==> src/rtl/cfault_pkg.sv <==
package cfault_pkg;
  localparam int KIND_W    = 3;
  localparam int NUM_KINDS = 1 << KIND_W;
  localparam int REG_W     = 32;
  localparam int FLAG_LSB  = 1;
  localparam int STALL_BIT = 30;
  localparam int MULTI_BIT = 31;
  localparam int RESUME_TERM_BIT = 0;

  typedef enum logic [1:0] {
    SEL_STATUS  = 2'd0,
    SEL_ADDR_LO = 2'd1,
    SEL_ADDR_HI = 2'd2,
    SEL_RESUME  = 2'd3
  } reg_sel_e;

  typedef enum logic [KIND_W-1:0] {
    FK_XLATE   = 3'd0,
    FK_ACCFLAG = 3'd1,
    FK_PERM    = 3'd2,
    FK_EXT     = 3'd3,
    FK_TLBCONF = 3'd4,
    FK_TLBLOCK = 3'd5,
    FK_ADDRSZ  = 3'd6,
    FK_UNSUP   = 3'd7
  } fault_kind_e;
endpackage

==> src/rtl/cf_flag_bank.sv <==
module cf_flag_bank
  import cfault_pkg::*;
#(
  parameter int N_KINDS = NUM_KINDS,
  localparam int KW = $clog2(N_KINDS)
) (
  input  logic               clk,
  input  logic               rst,
  input  logic               ev_valid,
  input  logic [KW-1:0]      ev_kind,
  input  logic               clr_en,
  input  logic [N_KINDS-1:0] clr_flags,
  input  logic               clr_multi,
  input  logic               irq_en,
  output logic [N_KINDS-1:0] flags_q,
  output logic               multi_q,
  output logic               irq_q
);
  logic [N_KINDS-1:0] ev_hot;
  logic [N_KINDS-1:0] kept;
  logic [N_KINDS-1:0] flags_nxt;
  logic               repeat_hit;
  logic               multi_nxt;

  for (genvar i = 0; i < N_KINDS; i++) begin : g_hot
    assign ev_hot[i] = ev_valid && (ev_kind == KW'(i));
  end

  always_comb begin
    kept       = flags_q & ~(clr_en ? clr_flags : '0);
    flags_nxt  = kept | ev_hot;
    repeat_hit = |(ev_hot & kept);
    multi_nxt  = (multi_q & ~(clr_en & clr_multi)) | repeat_hit;
  end

  always_ff @(posedge clk) begin
    if (rst) begin
      flags_q <= '0;
      multi_q <= 1'b0;
      irq_q   <= 1'b0;
    end else begin
      flags_q <= flags_nxt;
      multi_q <= multi_nxt;
      irq_q   <= irq_en && (|flags_nxt);
    end
  end
endmodule

==> src/rtl/cf_addr_hold.sv <==
module cf_addr_hold #(
  parameter int ADDR_W = 48
) (
  input  logic              clk,
  input  logic              rst,
  input  logic              cap_en,
  input  logic [ADDR_W-1:0] cap_addr,
  output logic [ADDR_W-1:0] addr_q
);
  always_ff @(posedge clk) begin
    if (rst)         addr_q <= '0;
    else if (cap_en) addr_q <= cap_addr;
  end
endmodule

==> src/rtl/cf_stall_seq.sv <==
module cf_stall_seq (
  input  logic clk,
  input  logic rst,
  input  logic ev_valid,
  input  logic cfg_stall,
  input  logic cfg_abort_en,
  input  logic resume_wr,
  input  logic resume_term,
  output logic stalled_q,
  output logic retry_q,
  output logic term_q,
  output logic abort_q
);
  logic stall_set;
  logic fault_term;
  logic resume_ok;
  logic term_nxt;

  always_comb begin
    stall_set  = ev_valid && cfg_stall && !stalled_q;
    fault_term = ev_valid && !stall_set;
    resume_ok  = resume_wr && stalled_q;
    term_nxt   = fault_term || (resume_ok && resume_term);
  end

  always_ff @(posedge clk) begin
    if (rst) begin
      stalled_q <= 1'b0;
      retry_q   <= 1'b0;
      term_q    <= 1'b0;
      abort_q   <= 1'b0;
    end else begin
      stalled_q <= stall_set || (stalled_q && !resume_ok);
      retry_q   <= resume_ok && !resume_term;
      term_q    <= term_nxt;
      abort_q   <= term_nxt && cfg_abort_en;
    end
  end
endmodule

==> src/rtl/cfault_ctrl.sv <==
module cfault_ctrl
  import cfault_pkg::*;
#(
  parameter int ADDR_W = 48
) (
  input  logic              clk,
  input  logic              rst,
  input  logic              flt_valid,
  input  logic [KIND_W-1:0] flt_kind,
  input  logic [ADDR_W-1:0] flt_addr,
  input  logic              cfg_stall,
  input  logic              cfg_irq_en,
  input  logic              cfg_abort_en,
  input  logic              reg_wr,
  input  logic              reg_rd,
  input  logic [1:0]        reg_sel,
  input  logic [REG_W-1:0]  reg_wdata,
  output logic [REG_W-1:0]  reg_rdata,
  output logic              irq,
  output logic              xact_stalled,
  output logic              xact_retry,
  output logic              xact_term,
  output logic              xact_abort
);
  logic [NUM_KINDS-1:0] flag_vec;
  logic                 multi_bit;
  logic [ADDR_W-1:0]    fault_addr;
  logic                 wr_status;
  logic                 wr_resume;
  logic [REG_W-1:0]     status_word;
  logic [63:0]          addr_wide;
  logic [REG_W-1:0]     rd_mux;

  assign wr_status = reg_wr && (reg_sel == SEL_STATUS);
  assign wr_resume = reg_wr && (reg_sel == SEL_RESUME);

  cf_flag_bank #(.N_KINDS(NUM_KINDS)) i_flags (
    .clk       (clk),
    .rst       (rst),
    .ev_valid  (flt_valid),
    .ev_kind   (flt_kind),
    .clr_en    (wr_status),
    .clr_flags (reg_wdata[FLAG_LSB +: NUM_KINDS]),
    .clr_multi (reg_wdata[MULTI_BIT]),
    .irq_en    (cfg_irq_en),
    .flags_q   (flag_vec),
    .multi_q   (multi_bit),
    .irq_q     (irq)
  );

  cf_addr_hold #(.ADDR_W(ADDR_W)) i_addr (
    .clk      (clk),
    .rst      (rst),
    .cap_en   (flt_valid && (flag_vec == '0)),
    .cap_addr (flt_addr),
    .addr_q   (fault_addr)
  );

  cf_stall_seq i_stall (
    .clk          (clk),
    .rst          (rst),
    .ev_valid     (flt_valid),
    .cfg_stall    (cfg_stall),
    .cfg_abort_en (cfg_abort_en),
    .resume_wr    (wr_resume),
    .resume_term  (reg_wdata[RESUME_TERM_BIT]),
    .stalled_q    (xact_stalled),
    .retry_q      (xact_retry),
    .term_q       (xact_term),
    .abort_q      (xact_abort)
  );

  always_comb begin
    status_word = '0;
    status_word[MULTI_BIT] = multi_bit;
    status_word[STALL_BIT] = xact_stalled;
    status_word[FLAG_LSB +: NUM_KINDS] = flag_vec;
    addr_wide = 64'(fault_addr);
    case (reg_sel)
      SEL_STATUS:  rd_mux = status_word;
      SEL_ADDR_LO: rd_mux = addr_wide[31:0];
      SEL_ADDR_HI: rd_mux = addr_wide[63:32];
      default:     rd_mux = '0;
    endcase
  end

  always_ff @(posedge clk) begin
    if (rst)         reg_rdata <= '0;
    else if (reg_rd) reg_rdata <= rd_mux;
  end
endmodule

==> config.mk <==
export PLATFORM = sky130hd
export DESIGN_NAME = cfault_ctrl
export DESIGN_NICKNAME = d
export VERILOG_FILES = /design/src/rtl/cfault_pkg.sv /design/src/rtl/cf_flag_bank.sv /design/src/rtl/cf_addr_hold.sv /design/src/rtl/cf_stall_seq.sv /design/src/rtl/cfault_ctrl.sv
export SDC_FILE = /design/constraint.sdc
export NUM_CORES = 1
export LEC_CHECK = 0
export BUFFER_PORTS_ARGS = -buffer_cell sky130_fd_sc_hd__buf_4
export CAP_MARGIN = 20
export CORE_ASPECT_RATIO = 1.2
export CORE_MARGIN = 2
export CORE_UTILIZATION = 42
export DETAILED_ROUTE_END_ITERATION = 16
export GPL_TIMING_DRIVEN = 0
export MAX_ROUTING_LAYER = met4
export PLACE_DENSITY_LB_ADDON = 0.2
export RECOVER_POWER = 50
export SLEW_MARGIN = 40
export SYNTH_ARGS = -nofsm -noshare
export SYNTH_HDL_FRONTEND = slang
export SYNTH_HIERARCHICAL = 1
export SYNTH_SLANG_ARGS = --single-unit
export TNS_END_PERCENT = 100
==> constraint.sdc <==
create_clock -name clk -period 2.3 [get_ports clk]
set_input_delay 0.46 -clock clk [delete_from_list [all_inputs] [get_ports clk]]
set_output_delay 0.46 -clock clk [all_outputs]
set_load 0.1 [all_outputs]
[Word-level counts from Yosys, hierarchy flattened]
Cells that the tools add are included.
Storage, ports and cells
  register bits after elaboration: 94
  latch bits: 0
  memory bits (writable): 0
  ROM bits: 0
  input bits: 93
  output and inout bits: 37
  word-level logic and storage cells: 60
  memories: 0
Operators by class
  add/sub/neg operators: 0
  multiply operators: 0
  divide/modulo/power cells: 0
  $lt $le $gt $ge: 0
  equality and inequality tests: 10
  shift-type cells: 0
  multiplexer cells: 2
  bitwise logic cells: 8
  reduce and logical (&&, ||, !) cells: 31
Operators by type and width (count)
  32-bit one-hot mux with 3 select lines: 1
  1-bit logical AND: 20
  8-bit bitwise AND: 2
  8-bit OR reduction: 2
  3-bit equality test (second input constant): 4
  8-bit zero test: 1
  8-bit 2-to-1 mux: 1
  8-bit NOT: 1
  8-bit OR: 1
  3-bit by 2-bit equality test with 1-bit output (second input constant): 2
  2-bit equality test (second input constant): 2
  1-bit zero test: 4
  3-bit by 1-bit equality test with 1-bit output (second input constant): 1
  3-bit zero test: 1
  1-bit bitwise AND: 2
  2-bit by 1-bit equality test with 1-bit output (second input constant): 1
  2-bit zero test: 1
  1-bit logical OR: 2
  1-bit NOT: 1
  1-bit OR: 1

[Logic depth before layout (Yosys ltp)]
Gate-level depths: netlist of run 1.
  depth after elaboration: 8
  depth in mapped cells: 8
  mapped depth without buffers: 5

[By module]
Netlist of run 1, hierarchy kept.
By module, submodules not included
  cf_addr_hold: times used 1, cells each 155, area each 1729.2 um^2, sequential area each 960.9 um^2
  cfault_ctrl: times used 1, cells each 171, area each 1510.2 um^2, sequential area each 640.6 um^2
  cf_flag_bank: times used 1, cells each 77, area each 615.6 um^2, sequential area each 200.2 um^2
  cf_stall_seq: times used 1, cells each 13, area each 138.9 um^2, sequential area each 80.1 um^2

[Worst setup path after synthesis of run 1]
No wires, ideal clock.
  path kind: input to register
  from: input reg_sel[0]
  to: register i_flags.multi_q
  library setup time: 0.132 ns
  data arrival time: 1.606 ns
  required time: 2.168 ns
  setup slack: 0.562 ns
  stages: 7
  buffers on the path: 2
  cells stage by stage: clkbuf_1 > nor3b_1 > clkbuf_1 > a21bo_2 > o22ai_2 > nor3_1 > a31oi_1
Between the ends
  cells in the longest elaborated chain, start to end: 8
  elaborated cells on any way between the ends: 11
  those cells by class: mux (1); bitwise (7); reduce/logical (3)
Ends and longest elaborated chain
  start, declared: RTL line cfault_ctrl.sv:16  | input logic [1:0] reg_sel,
  2-bit zero test *: RTL line cfault_ctrl.sv:34  | assign wr_status = reg_wr && (reg_sel == SEL_STATUS);
  1-bit logical AND *: RTL line cfault_ctrl.sv:34
  net wr_status: RTL line cfault_ctrl.sv:28  | logic wr_status;
  8-bit 2-to-1 mux: RTL line cf_flag_bank.sv:30  | kept = flags_q & ~(clr_en ? clr_flags : '0);
  8-bit NOT: RTL line cf_flag_bank.sv:30
  8-bit bitwise AND: RTL line cf_flag_bank.sv:30
  8-bit bitwise AND: RTL line cf_flag_bank.sv:32  | repeat_hit = |(ev_hot & kept);
  8-bit OR reduction: RTL line cf_flag_bank.sv:32
  1-bit OR *: RTL line cf_flag_bank.sv:33  | multi_nxt = (multi_q & ~(clr_en & clr_multi)) | repeat_hit;
  end signal, assigned: RTL line cf_flag_bank.sv:43  | multi_q <= multi_nxt;
  end, declared: RTL line cf_flag_bank.sv:16  | output logic multi_q,
The timed path passes the listed nets; every way through them passes the cells marked *.
A chain may end at the register's enable or synchronous reset.

[Final worst setup path of run 1]
  from: register reg_rdata[19]
  to: output reg_rdata[19]
RTL lines
  start, declared: RTL line cfault_ctrl.sv:18  | output logic [REG_W-1:0] reg_rdata,
  start signal, assigned: RTL line cfault_ctrl.sv:89  | else if (reg_rd) reg_rdata <= rd_mux;
No word-level cell between the ends.

==> results of run 1 <==
[cell usage after synthesis, drive strengths merged]
library cell,instances,area [sq um]
or2,8,50.1
nor3,3,15.0
a21bo,2,20.0
mux2i,58,581
and2,1,6.26
and4bb,1,12.5
nor2b,3,18.8
nand3,15,75.1
mux2,4,45.0
nand4,1,6.26
a311oi,8,114
o22ai,2,18.8
a32oi,1,8.76
a211oi,9,67.6
nor2,75,282
clkbuf,12,45.0
nor4b,1,8.76
nand2,20,75.1
or4b,1,13.8
nand3b,1,7.51
a2111oi,1,15.0
a31oi,2,12.5
a22oi,8,60.1
inv,8,30.0
and3,1,6.26
nor4,2,12.5
nor3b,2,20.0
nand4b,1,8.76
dfxtp,94,1880
and2b,2,15.0
o2111ai,2,17.5
o22a,1,8.76
a21o,1,7.51
o311a,1,10.0
nand4bb,1,11.3
a2bb2oi,1,8.76
a21oi,26,130
buf,18,155
nand2b,18,113
[stage by stage]
stage / total power [mW] / cell area, sq um / instances
2_1_floorplan: 2.32 / 3990 / 416
3_3_place_gp: 2.53 / 4940 / 645
3_5_place_dp: 2.55 / 4940 / 645
4_1_cts: 4.15 / 5270 / 661
5_1_grt: 4.26 / 5170 / 661
6_report: 4.10 / 5170 / 661
[layer usage]
metal | wire length, um | vias up
li1 | - | 1689
met1 | 4320 | 1539
met2 | 4740 | 91
met3 | 510 | 8
met4 | 134 | 0
met5 | 0 | -
[kinds of logic (layout without fill, tap and decap cells)]
| kind of cell | count (synthesis) | in the layout |
|---|---|---|
| and+or+nand+nor | 157 | 157 |
| buffers and inverters | 38 | 160 |
| DFF | 94 | 94 |
| AOI/OAI and AO/OA | 65 | 65 |
| muxes | 62 | 62 |
[power by group through the flow]
stage,Sequential (mW),Combinational (mW),Clock (mW)
floorplan,1.97,0.343,0
global placement,1.82,0.717,0
detailed placement,1.82,0.728,0
CTS,1.78,0.729,1.64
global route,1.79,0.761,1.71
finish,1.78,0.708,1.61
[flip-flops by register name, indices dropped and copies added (netlist names)]
name               flops
i_stall/abort_q        1
i_stall/term_q         1
reg_rdata             32
i_flags/irq_q          1
i_stall/stalled_q      1
i_flags/multi_q        1
i_addr/addr_q         48
i_flags/flags_q        8
i_stall/retry_q        1
[area by class of cell]
cell class,count,area [sq um],share of cell area [%]
multi-input cells,284,1870,36.2
flip-flops and latches,94,1880,36.4
well taps,123,154,2.98
inverters,8,30.0,0.581
clock buffers,10,239,4.63
plain buffers,30,196,3.80
clock inverters,6,91.3,1.77
repair buffers,106,704,13.6
[worst min-delay path by stage]
| stage | endpoint | from | slack, ps | depth (start not counted) |
|---|---|---|---|---|
| global placement | reg_rdata[20] | reg_rdata[20] | 460 | 2 |
| detailed placement | reg_rdata[24] | reg_rdata[24] | 460 | 2 |
| global route | i_stall/retry_q | reg_wdata[0] | 290 | 2 |
| CTS | i_stall/retry_q | reg_wdata[0] | 290 | 2 |
| floorplan | reg_rdata[1] | i_addr/addr_q[1] | 450 | 2 |
| finish | i_stall/retry_q | reg_wdata[0] | 300 | 2 |
==> results.yml, run 1 <==
detailed_routing:
  routedWlPerCell_um: 14.7
  drc_errors: 0
  drt_iter0_drc: 140
  drtPass1Iterations: 4
  vias: 3327
  final_antenna_net_count: 0
  routed_via_density: 5.03
  finalWirelength_um: 9710
power:
  leakage_nw: 2.12
  p_sw_mw: 1.11
  peakVddDrop_uv: 380
  power_density_nw_per_um2: 794
  p_int_mw: 3.00
  p_comb_share_pct: 17.2
  switching_share_pct: 26.9
  clockPowerShare_pct: 39.3
  power_frac_seq_pct: 43.4
logic_synthesis:
  ys_ff_latch: 94
  syn_area_sq_um: 3990
  synthCells: 416
  syn_nets: 509
  synth_mux_area_share_pct: 15.7
  yosysSeqAreaShare_pct: 47.1
  synth_top_family_by_area: "simple AND/OR/NAND/NOR gates"
  postSynthAreaPerCell_sq_um: 9.60
  yosys_warnings: 6
  synth_fa_ha_area_share_pct: 0
  yosys.area_share.simple_pct: 19.0
  synth_compound_area_share_pct: 12.5
  synth_xor_area_share_pct: 0
  synth_cell_types: 48
cts:
  clock_sinks: 94
  cts_resized: 0
  root_buffer: "clkbuf_16"
  clk_pin_slew_worst_paths_ps: 60
  insertion_delay_ps: 330
  clk_path_buf_depth: 2
  htreeDepth: 3
  postCtsHoldBufs: 0
  cts_made_buffers: 9
  post-cts-setup-buffers: 0
  cts_tree: "done"
sta:
  tns_ps: 0
  skew_ps: 9.78
  slew_viol_final: 0
  rsz0062_at_grt: "no"
  whs_ps: 295
  tightest_slew_ps: 1170
  hold_viol: 0
  fin_ws_ps: 297
  slew_headroom_pct: 22.2
  fmax_mhz: 499
  period_needed_ps: 2000
  setup_viol: 0
  min_period_over_period_pct: 87.1
global_routing:
  grtUsageMet2_pct: 32.6
  grt_pass1_wl_um: 15800
  grt_antenna_before_repair: 0
  gr-usage-met3_pct: 2.38
  grt.overflow.total: 0
  grt_pass1_vias: 3327
  busiest_layer: "met2"
  grt_max_degree: 17
  gr-usage-all-layers_pct: 19.9
  use_met1_pct: 24.9
worst_hold_path:
  hp-class: "in2reg"
die:
  die_y_um: 111
  fp-row-count: 39
  fp.coreArea_sq_um: 9370
  die-width_um: 93.0
  num_io_pins: 130
  start_util_pct: 42.6
  dieArea_sq_um: 10300
setup_path:
  cp-end-kind: "output port"
  crit_path_max_incr_delay_ps: 870
  reg2reg_depth: 8
  crit_chain: "clkbuf_1"
  r2r_slack_ps: 440
  path_depth: 1
  timing.rr.end: "i_addr/addr_q[34]"
  cpMaxStageDelayCell: "clkbuf_1"
  crit_family: "buffers and inverters"
  worstSetupPathType: "reg2out"
  cp_data_arrival_time_ps: 1540
  worstPathMaxFanout: 2
  critPathLaunchType: "flip-flop"
  required_ps: 1840
  crit_buf_inv: 1
  rr_startpoint: "i_flags/flags_q[7]"
  endpoint: "reg_rdata[19]"
  crit_start: "reg_rdata[19]"
placed_design:
  port_buffers: 106
  place.gp.congestion: 0.838
  dp_hpwl_um: 7290
  pre_cts_ws_ps: 114
final_layout:
  layout_common_cells: "dfxtp_1, buf_4, nor2_1"
  antenna_cells: 0
  areaGrowthSynthToFinish_pct: 29.4
  finalNetCount: 626
  final_common_cell: "dfxtp_1"
  drive_above_1_share_pct: 26.0
  fill_cells: 932
  utilization_pct: 55.1
outcome:
  status: "finished clean"
run:
  cap_violations: 0
Power figures use the tool's default switching activity.
==> inputs of run 2 (changes only) <==
CTS_CLUSTER_DIAMETER = 100   (was default)
SYNTH_HIERARCHICAL = default   (was 1)
==> run 2 against run 1 <==
- flip-flop and latch count unchanged
- clock power is 40% lower
- maximum frequency barely moved
- worst hold slack lost 36 ps
- final area down 8.0%
- register-to-register slack better by 170 ps
- cell count rose by 4.8%
- routed wire length is 2.8% higher
- clock skew decreased by 1.2 ps
- sequential power about the same
- largest power group unchanged
==> results.yml, run 2 <==
outcome:
  status: "finished clean"
detailed_routing:
  drtPass1Iterations: 4
  drt_iter0_drc: 151
  finalWirelength_um: 9980
  final_antenna_net_count: 0
  vias: 3476
  routed_via_density: 5.02
  drc_errors: 0
  routedWlPerCell_um: 14.4
setup_path:
  crit_path_max_incr_delay_ps: 860
  cp_data_arrival_time_ps: 1540
  required_ps: 1840
  critPathLaunchType: "flip-flop"
  crit_buf_inv: 1
  worstPathMaxFanout: 1
  crit_family: "buffers and inverters"
  crit_chain: "buf_1"
  cpMaxStageDelayCell: "buf_1"
  cp-end-kind: "output port"
  worstSetupPathType: "reg2out"
cts:
  cts_tree: "done"
  root_buffer: "clkbuf_8"
  clk_pin_slew_worst_paths_ps: 90
  post-cts-setup-buffers: 0
  insertion_delay_ps: 360
  htreeDepth: 3
  postCtsHoldBufs: 0
  clock_sinks: 94
  cts_made_buffers: 9
  cts_resized: 0
  clk_path_buf_depth: 2
placed_design:
  dp_hpwl_um: 7600
  dp_cells: 677
  place.gp.congestion: 0.813
  port_buffers: 106
  pre_cts_ws_ps: 328
die:
  dieArea_sq_um: 9670
  die-width_um: 90.1
  num_io_pins: 130
  fp-row-count: 37
  fp.coreArea_sq_um: 8610
  start_util_pct: 43.4
  die_y_um: 107
power:
  clockPowerShare_pct: 28.7
  peakVddDrop_uv: 373
  power_mw: 3.37
  p_comb_share_pct: 18.7
  power_density_nw_per_um2: 710
  p_sw_mw: 1.05
  switching_share_pct: 31.1
  leakage_nw: 1.93
  p_int_mw: 2.32
  power_frac_seq_pct: 52.6
global_routing:
  grt_antenna_before_repair: 0
  grt_max_degree: 16
  grt.overflow.total: 0
  grt_pass1_vias: 3364
  gr-usage-all-layers_pct: 21.9
  grt_pass1_wl_um: 16300
final_layout:
  finalNetCount: 664
  fill_cells: 867
  top_regs: "i_addr.addr_q: 48 flops, reg_rdata: 32 flops, i_flags.flags_q: 8 flops"
  drive_above_1_share_pct: 22.6
  largest_reg_flops: 48
  largest_register: "i_addr.addr_q"
  layout.cells.non_filler: 693
  areaGrowthSynthToFinish_pct: 27.1
  final_common_cell: "nand2_1"
  layout_common_cells: "nand2_1, dfxtp_1, buf_4"
  antenna_cells: 0
logic_synthesis:
  synth_top_area_share_pct: 50.4
  syn_nets: 547
  synthArstFlopShare_pct: 0
  yosys_warnings: 0
  synthCells: 454
  yosysMostFrequentCell: "nand2_1"
  yosys.area.top_type: "dfxtp_1"
  synth_cell_types: 39
  yosysSeqAreaShare_pct: 50.4
  yosys-top-cells-count: "nand2_1, dfxtp_1, a21oi_1"
  ys_ff_latch: 94
  synth.area.top_cells: "dfxtp_1, nand2_1, a21oi_1, nor2_1, a211oi_1"
  syn_area_sq_um: 3740
  postSynthAreaPerCell_sq_um: 8.23
  synth_ff_type: "dfxtp_1"
  synth_edf_count: 0
sta:
  rsz0062_at_grt: "no"
  slew_viol_final: 0
  tns_ps: 0
  setup_viol: 0
  skew_ps: 8.58
  fin_ws_ps: 296
  tightest_slew_ps: 1170
  period_needed_ps: 2000
  min_period_over_period_pct: 87.1
  hold_viol: 0
  fmax_mhz: 499
  slew_headroom_pct: 22.2
worst_hold_path:
  hp-class: "in2reg"
run:
  cap_violations: 0
-- run 2: cells by family (layout without fill, tap and decap cells) --
group                  count (synthesis)  count (layout)  share of synthesized area, %
AOI/OAI and AO/OA                    119             119                          19.1
buffers and inverters                 39             161                          5.12
DFF                                   94              94                          50.4
muxes                                 12              12                          3.21
and+or+nand+nor                      190             190                          22.2
-- run 2: power by group through the flow --
stage / clock (mW) / sequential (mW) / combinational (mW)
4_1_cts: 0.979 / 1.77 / 0.646
2_1_floorplan: 0 / 1.97 / 0.258
3_5_place_dp: 0 / 1.81 / 0.644
5_1_grt: 1.06 / 1.79 / 0.684
3_3_place_gp: 0 / 1.81 / 0.637
6_report: 0.969 / 1.77 / 0.630
-- run 2: final cells by class --
class | count | area, sq um | share of cell area (%)
Sequential cell | 94 | 1880 | 39.6
Multi-Input combinational cell | 321 | 1660 | 34.9
Timing Repair Buffer | 106 | 713 | 15.0
Buffer | 33 | 164 | 3.45
Tap cell | 117 | 146 | 3.08
Clock buffer | 11 | 131 | 2.77
Clock inverter | 5 | 33.8 | 0.711
Inverter | 6 | 22.5 | 0.474
-- run 2: per-layer routing --
layer | GRT usage, % | wire [um] | up-vias
met5 | - | 0 | -
met4 | 8.90 | 210 | 0
met3 | 2.94 | 379 | 17
met2 | 36.1 | 4860 | 84
met1 | 27.6 | 4530 | 1601
li1 | - | - | 1774
-- run 2: worst paths after layout --
check	depth (start not counted)	slack (ps)	start	endpoint
setup reg to reg	6	610	i_flags.flags_q[0]	i_addr.addr_q[43]
hold reg to reg	2	460	i_addr.addr_q[38]	i_addr.addr_q[38]
hold / removal	2	260	reg_wdata[0]	i_stall.retry_q
setup / recovery	1	300	i_stall.term_q	xact_term
-- run 2: worst reg2reg max path, stage by stage, from the launching register on --
cell and delay, ps:
dfxtp_1 380, nor4b_2 320, nand3_1 190, buf_2 230, clkbuf_1 240, nand2_1 130, a21oi_1 70
-- run 2: through the flow --
stage,hold slack [ps],area (sq um),utilization [%]
floorplan,433,3740,-
global placement,442,4680,54.3
detailed placement,449,4680,54.3
CTS,251,4840,56.3
global route,262,4750,55.2
finish,259,4750,55.2
==> inputs of run 3 (changes only) <==
PLACE_DENSITY = 0.71   (was default)
PLACE_DENSITY_LB_ADDON = default   (was 0.2)
==> run 3 against run 2 <==
- first-iteration DRC count increased by 30%
- die area unchanged
- core utilization increased by 0.71 points
- largest power group unchanged
==> results.yml, run 3 (synthesized netlist as in run 2, its figures left out) <==
outcome:
  status: "finished clean"
cts:
  htreeDepth: 3
  cts_tree: "done"
  clk_path_buf_depth: 2
  clock_sinks: 94
  clk_pin_slew_worst_paths_ps: 80
  postCtsHoldBufs: 0
  insertion_delay_ps: 360
  post-cts-setup-buffers: 0
  root_buffer: "clkbuf_8"
  cts_resized: 0
  cts_made_buffers: 9
die:
  fp-row-count: 37
  num_io_pins: 130
  fp.coreArea_sq_um: 8610
  die-width_um: 90.1
  dieArea_sq_um: 9670
  die_y_um: 107
  start_util_pct: 43.4
setup_path:
  rr_startpoint: "i_flags.flags_q[0]"
  crit_chain: "clkbuf_1"
  worstSetupPathType: "reg2out"
  r2r_slack_ps: 640
  crit_path_max_incr_delay_ps: 860
  cp_data_arrival_time_ps: 1530
  timing.rr.end: "i_addr.addr_q[36]"
  crit_buf_inv: 1
  reg2reg_depth: 6
  required_ps: 1840
  crit_family: "buffers and inverters"
  cp-end-kind: "output port"
  worstPathMaxFanout: 1
  critPathLaunchType: "flip-flop"
  cpMaxStageDelayCell: "clkbuf_1"
run:
  cap_violations: 0
sta:
  slew_viol_final: 0
  rsz0062_at_grt: "no"
  tns_ps: 0
  period_needed_ps: 1990
  min_period_over_period_pct: 86.7
  fmax_mhz: 502
  tightest_slew_ps: 1180
  skew_ps: 15.4
  setup_viol: 0
  slew_headroom_pct: 21.8
  hold_viol: 0
  fin_ws_ps: 307
final_layout:
  finalInstanceArea_sq_um: 4810
  layout_common_cells: "nand2_1, dfxtp_1, buf_4"
  drive_above_1_share_pct: 23.3
  largest_register: "i_addr.addr_q"
  top_regs: "i_addr.addr_q: 48 flops, reg_rdata: 32 flops, i_flags.flags_q: 8 flops"
  antenna_cells: 0
  final_common_cell: "nand2_1"
  areaGrowthSynthToFinish_pct: 28.8
  utilization_pct: 55.9
  finalNetCount: 664
  largest_reg_flops: 48
global_routing:
  gr-usage-all-layers_pct: 22.3
  grt_max_degree: 16
  grt_pass1_vias: 3322
  grt_pass1_wl_um: 16600
  grt_antenna_before_repair: 0
  grt.overflow.total: 0
power:
  peakVddDrop_uv: 364
  power_density_nw_per_um2: 753
  leakage_nw: 1.97
worst_hold_path:
  holdPathStages: 2
  min_from: "reg_wdata[0]"
  hp-class: "in2reg"
  whs_endpoint: "i_stall.retry_q"
placed_design:
  dp_hpwl_um: 7900
  postPlaceCellArea_sq_um: 4680
  place.gp.congestion: 0.891
  pre_cts_ws_ps: 165
  port_buffers: 106
detailed_routing:
  drt_iter0_drc: 197
  vias: 3554
  final_antenna_net_count: 0
  finalWirelength_um: 10500
  routedWlPerCell_um: 15.2
  drtPass1Iterations: 4
  drc_errors: 0
  routed_via_density: 5.14
run 3: metal layers:
layer	global-route usage (%)	share of wire, %
met4	8.24	0.91
met5	-	0
met1	26.9	44
met2	38.3	50
met3	3.15	5.2
run 3: through the flow:
| stage | total power, mW | hold slack [ps] | instances |
|---|---|---|---|
| 6_report | 3.62 | 268 | 692 |
| 5_1_grt | 3.78 | 255 | 692 |
| 4_1_cts | 3.65 | 253 | 692 |
| 3_5_place_dp | 2.46 | 446 | 677 |
| 3_3_place_gp | 2.45 | 443 | 677 |
| 2_1_floorplan | 2.22 | 433 | 454 |
run 3: layout make-up:
| class | instances | area (sq um) |
|---|---|---|
| fillers | 874 | 3800 |
| flip-flops and latches | 94 | 1880 |
| multi-input cells | 321 | 1660 |
| repair buffers | 106 | 711 |
| plain buffers | 33 | 166 |
| well taps | 117 | 146 |
| clock buffers | 10 | 138 |
| clock inverters | 5 | 82.6 |
| inverters | 6 | 22.5 |
run 3: where the power goes:
group | switching [mW] | total, mW | internal, mW | leakage (nW)
sequential | 0.0534 | 1.77 | 1.72 | 0.769
clock | 0.572 | 1.21 | 0.640 | 0.113
combinational | 0.428 | 0.637 | 0.209 | 1.09
total | 1.05 | 3.62 | 2.57 | 1.97
run 3: worst max path at each step:
stage                       from         endpoint  cells past startpoint
4_1_cts               reg_sel[1]    i_flags.irq_q                      6
3_3_place_gp          reg_sel[1]    i_flags.irq_q                      6
6_report         i_stall.abort_q       xact_abort                      1
5_1_grt          i_stall.retry_q       xact_retry                      1
2_1_floorplan  i_stall.stalled_q  i_stall.abort_q                      4
3_5_place_dp          reg_sel[1]    i_flags.irq_q                      6
